File: config.mk
export PLATFORM = sky130hd
export DESIGN_NAME = iir4_cascade
export DESIGN_NICKNAME = d
export VERILOG_FILES = /design/src/rtl/iir4_pkg.sv /design/src/rtl/iir4_gain.sv /design/src/rtl/iir4_biquad.sv /design/src/rtl/iir4_cascade.sv
export SDC_FILE = /design/constraint.sdc
export NUM_CORES = 1
export LEC_CHECK = 0
export ABC_AREA = 1
export BUFFER_PORTS_ARGS = -buffer_cell sky130_fd_sc_hd__buf_2
export CAP_MARGIN = 25
export CORE_MARGIN = 1
export CORE_UTILIZATION = 55
export DETAILED_ROUTE_END_ITERATION = 7
export PLACE_DENSITY = 0.72
export SYNTH_ARGS = -nofsm -noshare
export SYNTH_HDL_FRONTEND = slang
export SYNTH_SLANG_ARGS = --single-unit
File: constraint.sdc
create_clock -name clk -period 11.4 [get_ports clk]
set_input_delay 0.57 -clock clk [delete_from_list [all_inputs] [get_ports clk]]
set_output_delay 0.57 -clock clk [all_outputs]
set_load 0.01 [all_outputs]
File: src/rtl/iir4_pkg.sv
package iir4_pkg;
  // Default fixed-point formats shared by the filter modules
  localparam int IN_W   = 10;  // input sample width
  localparam int IN_F   = 8;   // input fraction bits
  localparam int COEF_W = 16;  // coefficient width
  localparam int COEF_F = 12;  // coefficient fraction bits
  localparam int INT_W  = 28;  // internal datapath width
  localparam int INT_F  = 16;  // internal fraction bits
  localparam int OUT_W  = 27;  // output width
  localparam int OUT_F  = 23;  // output fraction bits
  localparam int NSEC   = 2;   // sections in the cascade
endpackage

File: src/rtl/iir4_gain.sv
module iir4_gain #(
  parameter int XW   = iir4_pkg::IN_W,
  parameter int XF   = iir4_pkg::IN_F,
  parameter int CW   = iir4_pkg::COEF_W,
  parameter int CF   = iir4_pkg::COEF_F,
  parameter int IW   = iir4_pkg::INT_W,
  parameter int FRAC = iir4_pkg::INT_F,
  parameter int GAIN = 6144
) (
  input  logic signed [XW-1:0] x_in,
  output logic signed [IW-1:0] g_out
);
  localparam int GW  = XW + CW;
  localparam int EW  = GW + IW;
  localparam int GSH = XF + CF - FRAC;
  localparam logic signed [CW-1:0] GC = CW'(GAIN);

  logic signed [GW-1:0] prod;

  always_comb begin
    prod = GW'(x_in) * GW'(GC);
  end

  // Align the product's binary point to the internal format
  generate
    if (GSH >= 0) begin : g_shr
      always_comb g_out = IW'(EW'(prod) >>> GSH);
    end else begin : g_shl
      always_comb g_out = IW'(EW'(prod) <<< (-GSH));
    end
  endgenerate
endmodule

File: src/rtl/iir4_biquad.sv
module iir4_biquad #(
  parameter int IW = iir4_pkg::INT_W,
  parameter int CW = iir4_pkg::COEF_W,
  parameter int CF = iir4_pkg::COEF_F,
  parameter int A1 = 0,
  parameter int A2 = 0,
  parameter int B0 = 4096,
  parameter int B1 = 0,
  parameter int B2 = 0
) (
  input  logic                 clk,
  input  logic                 rst_n,
  input  logic signed [IW-1:0] in_val,
  output logic signed [IW-1:0] out_val
);
  localparam int SW = IW + CW + 2;
  localparam logic signed [CW-1:0] A1C = CW'(A1);
  localparam logic signed [CW-1:0] A2C = CW'(A2);
  localparam logic signed [CW-1:0] B0C = CW'(B0);
  localparam logic signed [CW-1:0] B1C = CW'(B1);
  localparam logic signed [CW-1:0] B2C = CW'(B2);

  logic signed [IW-1:0] fb_q, w_q, tap1_q, tap2_q, y_q;
  logic signed [IW-1:0] fb_d, w_d, y_d;
  logic signed [SW-1:0] p_a1, p_a2, p_b0, p_b1, p_b2;

  // Next-state: feedback sum, subtractor, feedforward three-input sum
  always_comb begin
    p_a1 = SW'(A1C) * SW'(tap1_q);
    p_a2 = SW'(A2C) * SW'(tap2_q);
    p_b0 = SW'(B0C) * SW'(w_q);
    p_b1 = SW'(B1C) * SW'(tap1_q);
    p_b2 = SW'(B2C) * SW'(tap2_q);
    fb_d = IW'((p_a1 + p_a2) >>> CF);
    w_d  = in_val - fb_q;
    y_d  = IW'((p_b0 + p_b1 + p_b2) >>> CF);
  end

  // Registers: adder pipeline stages and the two-tap history
  always_ff @(posedge clk or negedge rst_n) begin
    if (!rst_n) begin
      fb_q   <= '0;
      w_q    <= '0;
      tap1_q <= '0;
      tap2_q <= '0;
      y_q    <= '0;
    end else begin
      fb_q   <= fb_d;
      w_q    <= w_d;
      tap1_q <= w_q;
      tap2_q <= tap1_q;
      y_q    <= y_d;
    end
  end

  assign out_val = y_q;

  // a silent section with zero input stays silent in the recursion
  a_r4_quiet_recursion: assert property (@(posedge clk) disable iff (!rst_n)
    (in_val == '0 && fb_q == '0 && tap1_q == '0 && tap2_q == '0) |=> (w_q == '0));

  // forward sum of an all-zero history is zero
  a_r5_forward_zero: assert property (@(posedge clk) disable iff (!rst_n)
    (w_q == '0 && tap1_q == '0 && tap2_q == '0) |=> (y_q == '0));
endmodule

File: src/rtl/iir4_cascade.sv
module iir4_cascade #(
  parameter int XW   = iir4_pkg::IN_W,
  parameter int XF   = iir4_pkg::IN_F,
  parameter int CW   = iir4_pkg::COEF_W,
  parameter int CF   = iir4_pkg::COEF_F,
  parameter int IW   = iir4_pkg::INT_W,
  parameter int FRAC = iir4_pkg::INT_F,
  parameter int YW   = iir4_pkg::OUT_W,
  parameter int YF   = iir4_pkg::OUT_F,
  parameter int G    = 6144,
  parameter int A11  = -2048,
  parameter int A12  = 1024,
  parameter int B10  = 2048,
  parameter int B11  = 4096,
  parameter int B12  = 2048,
  parameter int A21  = 1536,
  parameter int A22  = -1024,
  parameter int B20  = 1024,
  parameter int B21  = -2048,
  parameter int B22  = 3072
) (
  input  logic                 clk,
  input  logic                 rst_n,
  input  logic signed [XW-1:0] x_in,
  output logic signed [YW-1:0] y_out
);
  localparam int NS  = iir4_pkg::NSEC;
  localparam int OSH = YF - FRAC;
  localparam int EW  = IW + YW;
  localparam int A1_T [NS] = '{A11, A21};
  localparam int A2_T [NS] = '{A12, A22};
  localparam int B0_T [NS] = '{B10, B20};
  localparam int B1_T [NS] = '{B11, B21};
  localparam int B2_T [NS] = '{B12, B22};

  logic signed [IW-1:0] chain [NS+1];

  iir4_gain #(
    .XW(XW), .XF(XF), .CW(CW), .CF(CF), .IW(IW), .FRAC(FRAC), .GAIN(G)
  ) u_gain (
    .x_in  (x_in),
    .g_out (chain[0])
  );

  generate
    for (genvar s = 0; s < NS; s++) begin : g_sec
      iir4_biquad #(
        .IW(IW), .CW(CW), .CF(CF),
        .A1(A1_T[s]), .A2(A2_T[s]),
        .B0(B0_T[s]), .B1(B1_T[s]), .B2(B2_T[s])
      ) u_sec (
        .clk     (clk),
        .rst_n   (rst_n),
        .in_val  (chain[s]),
        .out_val (chain[s+1])
      );
    end
  endgenerate

  // Output format conversion: truncate or extend only
  generate
    if (OSH >= 0) begin : g_oshl
      always_comb y_out = YW'(EW'(chain[NS]) <<< OSH);
    end else begin : g_oshr
      always_comb y_out = YW'(EW'(chain[NS]) >>> (-OSH));
    end
  endgenerate

  // first sampled edge after reset release shows a zero output
  a_r1_reset_zero: assert property (@(posedge clk) disable iff (!rst_n)
    $rose(rst_n) |-> (y_out == '0));

  // a zero sample leaves the gain stage as zero
  a_r2_gain_zero: assert property (@(posedge clk) disable iff (!rst_n)
    (x_in == '0) |-> (chain[0] == '0));
endmodule

==> impl_metrics.toml, run 1 <==
[drt]
postRouteAntennaNets = 0
dr.pass1.iters = 6
via_per_inst = 5.51
post-route-drc-count = 0
routedWlPerCell_um = 18.7
vias = 20400
drt_iter0_drc = 1387
routed_wl_um = 69100

[final_layout]
most-common-layout-cells = "649 x nand2_1, 507 x inv_1, 300 x ha_1, 282 x nor2_1, 272 x dfrtp_1"
fillerInstances = 3957
area_delta_synth_final_pct = 7.21
final_common_cell = "nand2_1"
antenna_cells = 0
drive_gt1_frac = 0.0424
final_core_util = 0.601
nNetsFinal = 3504

[worst_setup_path]
worstRegToRegCells = 18
crit_path_start_kind = "flip-flop"
crit_end = "g_sec[1].u_sec.out_val[18]"
rrSetupSlack_ns = 6.82
critical-path-top-delay-family = "simple AND/OR/NAND/NOR gates"
crit_path_max_incr_delay_ns = 0.51
rr_endpoint = "g_sec[1].u_sec.out_val[18]"
critical_path_arrival_ns = 5.11
worst-path-stages = 18
slowest_stage = "fa_1"
cp_cell_sequence = "inv_1, ha_1, ha_1, nand2_1, nand3_1, a21oi_1, o21ai_0, nand4_1, nand3b_1, nand2_1, fa_1, inv_1, ha_1, nand2_1, nor4_1, nand4_1, nand3_1, xor2_1"
crit_type = "reg -> reg"
required_ns = 11.93
crit_start = "g_sec[1].u_sec.tap2_q[4]"
path_buf_inv = 2
cp_max_fo = 6
end_kind = "flip-flop"
rr_startpoint = "g_sec[1].u_sec.tap2_q[4]"

[sta]
finalSetupTns_ns = 0
setup_viol = 0
slew_headroom = 0.349
period_needed_ns = 4.58
finalMaxSlewViolations = 0
hold_violations = 0
tightest_slew_ns = 0.977
post-route-period-util = 0.402
fin_ws_ns = 6.82
rsz0062_at_grt = "no"
finClkSkew_ns = 0.0295
fmax_mhz = 218

[flow_run]
maxCapViolCount = 0

[floorplanning]
pin_count = 39
fp.dieW_um = 209
core_mm2 = 0.0422
start_util = 0.561
die_area_mm2 = 0.0439
rows = 75
die_h_um = 209

[clock_network]
clock_path_buffers = 3
ctsResizeCount = 0
cts_setup_buffers = 0
htreeDepth = 1
cts_root_buf = "clkbuf_16"
hold_buffers = 0
clkSinkCount = 272
clk_pin_slew_ns = 0.06
cts-buffers-inserted = 31
cts_tree = "yes"
clk_latency_ns = 0.62

[logic_synthesis]
ys_async_sr_fraction = 1.00
synthCells = 3094
synth_area_mm2 = 0.0237
synth_flop_cell = "dfrtp_1"
postSynthAreaPerCell_um2 = 7.65
yosysUniqueCellTypes = 44
yosysSeqAreaShare = 0.288
yosysWarnings = 0
synth_seq_cells = 272
synth_edf_count = 0

[global_routing]
antenna_found_initial = 2
first_global_vias = 20300
grt-ovfl-total = 0
grt_max_degree = 150
grt_pass1_wl_um = 109000
grt_usage = 0.321

[placement]
place_ws_ns = 6.93
place.gp.congestion = 0.964
portBuffers = 31
dp_hpwl_um = 57700

[hold_path]
hold_class = "in -> async"

[status]
outcome = "finished, final reports clean"
## layer usage
metal | vias up | routed length [um] | GRT usage
met5 | - | 0 | 0
met1 | 9604 | 29300 | 0.398
met2 | 537 | 32500 | 0.546
met4 | 0 | 4000 | 0.163
met3 | 175 | 3350 | 0.0446
li1 | 10100 | - | -
## worst min path at each step
stage / from / to / slack (ns) / cells after the start
4_1_cts: rst_n / g_sec[1].u_sec.out_val[12] / 0.09 / 1
3_5_place_dp: g_sec[1].u_sec.w_q[23] / g_sec[1].u_sec.tap1_q[23] / 0.34 / 0
2_1_floorplan: rst_n / g_sec[0].u_sec.fb_q[0] / 0.27 / 0
3_3_place_gp: g_sec[1].u_sec.w_q[25] / g_sec[1].u_sec.tap1_q[25] / 0.34 / 0
6_report: rst_n / g_sec[1].u_sec.out_val[19] / 0.06 / 1
5_1_grt: rst_n / g_sec[1].u_sec.out_val[19] / 0.13 / 1
## cells by family after synthesis
family,count (synthesis),share of synthesized area
compound gates,457,0.110
fa+ha+maj,354,0.204
simple gates,1242,0.223
flops,272,0.288
xor+xnor,233,0.0862
other cells,1,0.000158
buf+inv,535,0.0891
## cell usage after synthesis (11+ instances only)
library cell | number | area share
nand2_1 | 649 | 0.10
inv_1 | 507 | 0.080
ha_1 | 300 | 0.16
nor2_1 | 282 | 0.045
dfrtp_1 | 272 | 0.29
a21oi_1 | 222 | 0.047
xor2_1 | 175 | 0.065
nand3_1 | 136 | 0.029
o21ai_0 | 106 | 0.022
nand4_1 | 60 | 0.016
xnor2_1 | 58 | 0.021
fa_1 | 54 | 0.046
nor3_1 | 52 | 0.011
buf_4 | 27 | 0.0086
o21bai_1 | 25 | 0.0079
a21o_1 | 24 | 0.0076
a31oi_1 | 22 | 0.0058
nor4_1 | 13 | 0.0034
o21a_1 | 12 | 0.0038
o21ai_1 | 11 | 0.0023
o21ai_2 | 11 | 0.0041
## registers in the layout (all words and copies together) (netlist names)
register,cells
g_sec.u_sec.fb_q,56
g_sec.u_sec.tap1_q,56
g_sec.u_sec.tap2_q,56
g_sec.u_sec.w_q,56
g_sec.u_sec.out_val,48
## layout make-up
cell class | instances | area, um^2 | share of cell area
inverters | 508 | 1910 | 0.0751
repair buffers | 32 | 185 | 0.00730
flip-flops and latches | 272 | 6810 | 0.268
well taps | 539 | 674 | 0.0266
multi-input cells | 2293 | 14800 | 0.582
clock buffers | 37 | 808 | 0.0319
clock inverters | 19 | 219 | 0.00863
## metrics by stage
stage,hold WS [ns],area (um^2),std cells
floorplan,0.274,23700,3100
global placement,0.339,24300,3644
detailed placement,0.344,24300,3644
CTS,0.0890,25400,3700
global route,0.126,25400,3700
finish,0.0551,25400,3700
## worst reg2reg max path, delay by kind of cell (launching register included)
| family | cells | cell delay [ns] |
|---|---|---|
| fa+ha+maj | 4 | 1.56 |
| flops | 1 | 0.40 |
| compound gates | 2 | 0.54 |
| simple gates | 9 | 1.69 |
| xor+xnor | 1 | 0.16 |
| buf+inv | 2 | 0.13 |
Power of run 1 is not shown: default switching activity piles up to over one toggle a cycle in this logic, so the estimate is an artifact.
==> run 2: changes to the inputs <==
Settings changed: PLACE_DENSITY 0.72 to 0.75.
Clock period 11.4 ns to 4.1 ns, I/O delays scaled along.
==> impl_metrics.toml, run 2 (synthesis results as in run 1) <==
[status]
outcome = "finished, final reports clean"

[global_routing]
grt-ovfl-total = 0
grt_max_degree = 107
grt_usage = 0.326
grt_pass1_wl_um = 112000
first_global_vias = 20800
antenna_found_initial = 4

[worst_setup_path]
rr_startpoint = "g_sec[1].u_sec.tap2_q[9]"
path_buf_inv = 3
path_common_cell = "nand2_1"
worstRegToRegCells = 19
critical-path-top-delay-family = "adder cells"
end_kind = "flip-flop"
crit_path_max_incr_delay_ns = 0.51
slowest_stage = "fa_1"
critical_path_arrival_ns = 4.41
cp_max_fo = 5
crit_type = "reg -> reg"
crit_path_start_kind = "flip-flop"
required_ns = 4.57
rrSetupSlack_ns = 0.16
cp_cell_sequence = "inv_1, ha_1, ha_2, nand2_1, nor2_2, o21ai_0, nand2_1, a31oi_1, xor2_1, fa_1, inv_1, ha_1, a21oi_1, inv_1, a31oi_2, nand2_1, nand2_1, nand3_1, xor2_1"
rr_endpoint = "g_sec[1].u_sec.out_val[18]"

[placement]
place_ws_ns = -0.131
dp_hpwl_um = 59000
portBuffers = 31
dpl.cell_count = 3711
place.gp.congestion = 0.965

[sta]
whs_ns = 0.121
tightest_slew_ns = 0.860
setup_viol = 0
slew_headroom = 0.427
finalMaxSlewViolations = 0
period_needed_ns = 3.94
hold_violations = 0
finClkSkew_ns = 0.0403
fmax_mhz = 254
post-route-period-util = 0.962
fin_ws_ns = 0.157

[floorplanning]
die_area_mm2 = 0.0439
pin_count = 39
fp.dieW_um = 209
start_util = 0.561
rows = 75
die_h_um = 209
core_mm2 = 0.0422

[drt]
routedWlPerCell_um = 18.6
routed_wl_um = 70100
post-route-drc-count = 0
dr.pass1.iters = 6
drt_iter0_drc = 1373
via_per_inst = 5.47
vias = 20700
postRouteAntennaNets = 0

[clock_network]
clk_pin_slew_ns = 0.06
cts-buffers-inserted = 31
cts_root_buf = "clkbuf_16"
htreeDepth = 1
clk_latency_ns = 0.62
clkSinkCount = 272
cts_tree = "yes"
clock_path_buffers = 3

[final_layout]
area_delta_synth_final_pct = 11.2
final_common_cell = "nand2_1"
drive_gt1_frac = 0.0856
most-common-layout-cells = "640 x nand2_1, 507 x inv_1, 285 x ha_1, 273 x nor2_1, 272 x dfrtp_1"
final-instance-count-excl-fill = 3777
final_core_util = 0.623
fillerInstances = 3813
nNetsFinal = 3580

[hold_path]
worstHoldEndpoint = "g_sec[0].u_sec.w_q[7]"
worstHoldStart = "x_in[0]"
min_path_cells = 3
hold_class = "in -> reg"

[flow_run]
maxCapViolCount = 0
[run 2: final cells by class]
class	count	area, um^2	share of cell area
antenna	1	2.50	0.0000951
multi-input combinational	2293	15100	0.574
inverter	508	1910	0.0725
tap	539	674	0.0256
timing repair buffer	108	758	0.0288
clock buffer	38	842	0.0320
sequential	272	6810	0.259
clock inverter	18	233	0.00884
[run 2: worst max-delay path by stage]
stage                             start                         end  cells after the start  slack [ns]
3_3_place_gp   g_sec[1].u_sec.tap2_q[3]  g_sec[1].u_sec.out_val[18]                     18        0.03
6_report       g_sec[1].u_sec.tap2_q[9]  g_sec[1].u_sec.out_val[18]                     19        0.16
2_1_floorplan  g_sec[1].u_sec.tap2_q[2]  g_sec[1].u_sec.out_val[17]                     20        0.23
4_1_cts        g_sec[1].u_sec.tap2_q[3]  g_sec[1].u_sec.out_val[18]                     18        0.03
5_1_grt        g_sec[1].u_sec.tap2_q[9]  g_sec[1].u_sec.out_val[12]                     20       -0.07
3_5_place_dp   g_sec[1].u_sec.tap2_q[3]  g_sec[1].u_sec.out_val[18]                     18       -0.13
[run 2: metrics by stage]
stage | area [um^2] | setup TNS, ns
6_report | 26300 | 0
5_1_grt | 26300 | -0.276
4_1_cts | 25900 | 0
3_5_place_dp | 24900 | -0.327
3_3_place_gp | 24900 | 0
2_1_floorplan | 23700 | 0
[run 2: worst register-to-register path, delay by kind of cell, from the launching register on]
kind                     cells  cell delay [ns]
adder cells (fa/ha/maj)      4             1.59
AND/OR/NAND/NOR              6             0.65
AO/OA/AOI/OAI                4             0.64
flip-flops                   1             0.41
XOR/XNOR                     2             0.32
buffers and inverters        3             0.21
[run 2: what timing repair did]
action | in CTS | in global routing
hold endpoints to repair | 103 | 0
gates resized for setup | 4 | 79
hold buffers | 1 | 0
pin swaps | 0 | 7
setup buffers | 0 | 8
endpoints found under the setup margin | 8 | 22
[run 2: per-layer routing]
layer | wire, um | GRT usage | up-vias
met5 | 0 | 0 | -
met4 | 3010 | 0.131 | 0
met3 | 3320 | 0.0337 | 133
li1 | - | - | 10200
met1 | 30200 | 0.418 | 9729
met2 | 33600 | 0.564 | 553
Power of run 2 is left out for the same reason.
==> run 3: changes to the inputs <==
Settings changed: CORE_ASPECT_RATIO from default to 2.
==> impl_metrics.toml, run 3 (synthesis results as in run 1) <==
[hold_path]
min_path_cells = 3
worstHoldEndpoint = "g_sec[0].u_sec.w_q[7]"
worstHoldStart = "x_in[0]"
hold_class = "in -> reg"

[global_routing]
first_global_vias = 23900
antenna_found_initial = 2
grt_max_degree = 108
grt-ovfl-total = 0
grt_pass1_wl_um = 131000
grt_usage = 0.408

[worst_setup_path]
crit_path_start_kind = "flip-flop"
end_kind = "flip-flop"
rrSetupSlack_ns = 0.08
rr_endpoint = "g_sec[1].u_sec.out_val[19]"
worstRegToRegCells = 19
crit_type = "reg -> reg"
required_ns = 4.59
critical_path_arrival_ns = 4.50
cp_max_fo = 4
rr_startpoint = "g_sec[1].u_sec.tap2_q[15]"

[placement]
portBuffers = 31
dp_hpwl_um = 73600
place.gp.congestion = 1.06

[final_layout]
nNetsFinal = 3655
drive_gt1_frac = 0.110
area_delta_synth_final_pct = 13.4
final_common_cell = "nand2_1"
most-common-layout-cells = "638 x nand2_1, 505 x inv_1, 289 x ha_1, 271 x nor2_1, 269 x dfrtp_1"

[drt]
vias = 22100
drt_iter0_drc = 939
routed_wl_um = 87200
routedWlPerCell_um = 22.6
dr.pass1.iters = 5
postRouteAntennaNets = 0
post-route-drc-count = 0
via_per_inst = 5.73

[sta]
hold_violations = 0
tightest_slew_ns = 0.894
finalSetupTns_ns = 0
post-route-period-util = 0.980
finClkSkew_ns = 0.0362
finalMaxSlewViolations = 0
slew_headroom = 0.404
setup_viol = 0
period_needed_ns = 4.02
fmax_mhz = 249

[flow_run]
maxCapViolCount = 0

[clock_network]
clkSinkCount = 272
htreeDepth = 1
cts_tree = "yes"
cts_root_buf = "clkbuf_16"
clk_pin_slew_ns = 0.07
clk_latency_ns = 0.60
cts-buffers-inserted = 28
clock_path_buffers = 3

[floorplanning]
rows = 107
start_util = 0.556
pin_count = 39
die_h_um = 295
fp.dieW_um = 149
core_mm2 = 0.0426
die_area_mm2 = 0.0439

[status]
outcome = "finished, final reports clean"
-- run 3: through the flow --
step / setup slack [ns] / util / std cells / hold WS (ns) / instance area (um^2)
global placement: -0.306 / 0.599 / 3802 / 0.295 / 25500
CTS: 0.000850 / 0.623 / 3851 / 0.105 / 26500
detailed placement: -0.232 / 0.599 / 3802 / 0.306 / 25500
floorplan: 0.227 / - / 3100 / -0.0906 / 23700
finish: 0.0832 / 0.630 / 3854 / 0.114 / 26800
global route: -0.0194 / 0.630 / 3852 / 0.101 / 26800
-- run 3: worst max-delay path by stage --
stage / start / endpoint / cells past startpoint
3_5_place_dp: g_sec[1].u_sec.tap2_q[17] / g_sec[1].u_sec.out_val[19] / 19
5_1_grt: g_sec[1].u_sec.tap2_q[3] / g_sec[1].u_sec.out_val[12] / 18
2_1_floorplan: g_sec[1].u_sec.tap2_q[2] / g_sec[1].u_sec.out_val[17] / 20
3_3_place_gp: g_sec[1].u_sec.tap2_q[17] / g_sec[1].u_sec.out_val[19] / 19
4_1_cts: g_sec[1].u_sec.tap2_q[10] / g_sec[1].u_sec.out_val[19] / 22
6_report: g_sec[1].u_sec.tap2_q[15] / g_sec[1].u_sec.out_val[19] / 19
-- run 3: layout make-up --
class                           instances  area [um^2]
Clock buffer                           33          769
Timing Repair Buffer                  186         1360
Inverter                              508         1910
Sequential cell                       272         6810
Antenna cell                            2         5.00
Multi-Input combinational cell       2293        15100
Clock inverter                         15          185
Fill cell                            3766        15700
Tap cell                              545          682
-- run 3: critical path, cell delays in order, from the launching register on --
cell	delay [ns]
dfrtp_1	0.43
inv_1	0.13
ha_1	0.30
ha_1	0.36
nand2_1	0.12
buf_4	0.13
o21ai_0	0.10
a21oi_2	0.32
nand3_2	0.19
xnor2_1	0.18
fa_1	0.52
inv_1	0.04
ha_1	0.34
buf_4	0.16
nand3_1	0.07
nand2_1	0.07
a21oi_2	0.12
nand3_2	0.15
nand3_1	0.12
nand2_1	0.06
-- run 3: what timing repair did --
item | 4_1_cts | 5_1_grt
gates resized for setup | 16 | 80
hold endpoints to repair | 105 | 0
pin swaps | 0 | 10
hold buffers | 1 | 0
setup endpoints to repair | 5 | 28
setup buffers | 0 | 1
-- run 3: per-layer routing --
metal  part of all wire  routed length (um)  up-vias  GRT usage
li1                   -                   -    10400          -
met1               0.27               23800    10400      0.295
met2               0.55               47700      812      0.792
met3              0.039                3400      503     0.0687
met4               0.14               12200        2      0.489
met5            0.00015                  13        -          0
Power of run 3 is left out for the same reason.
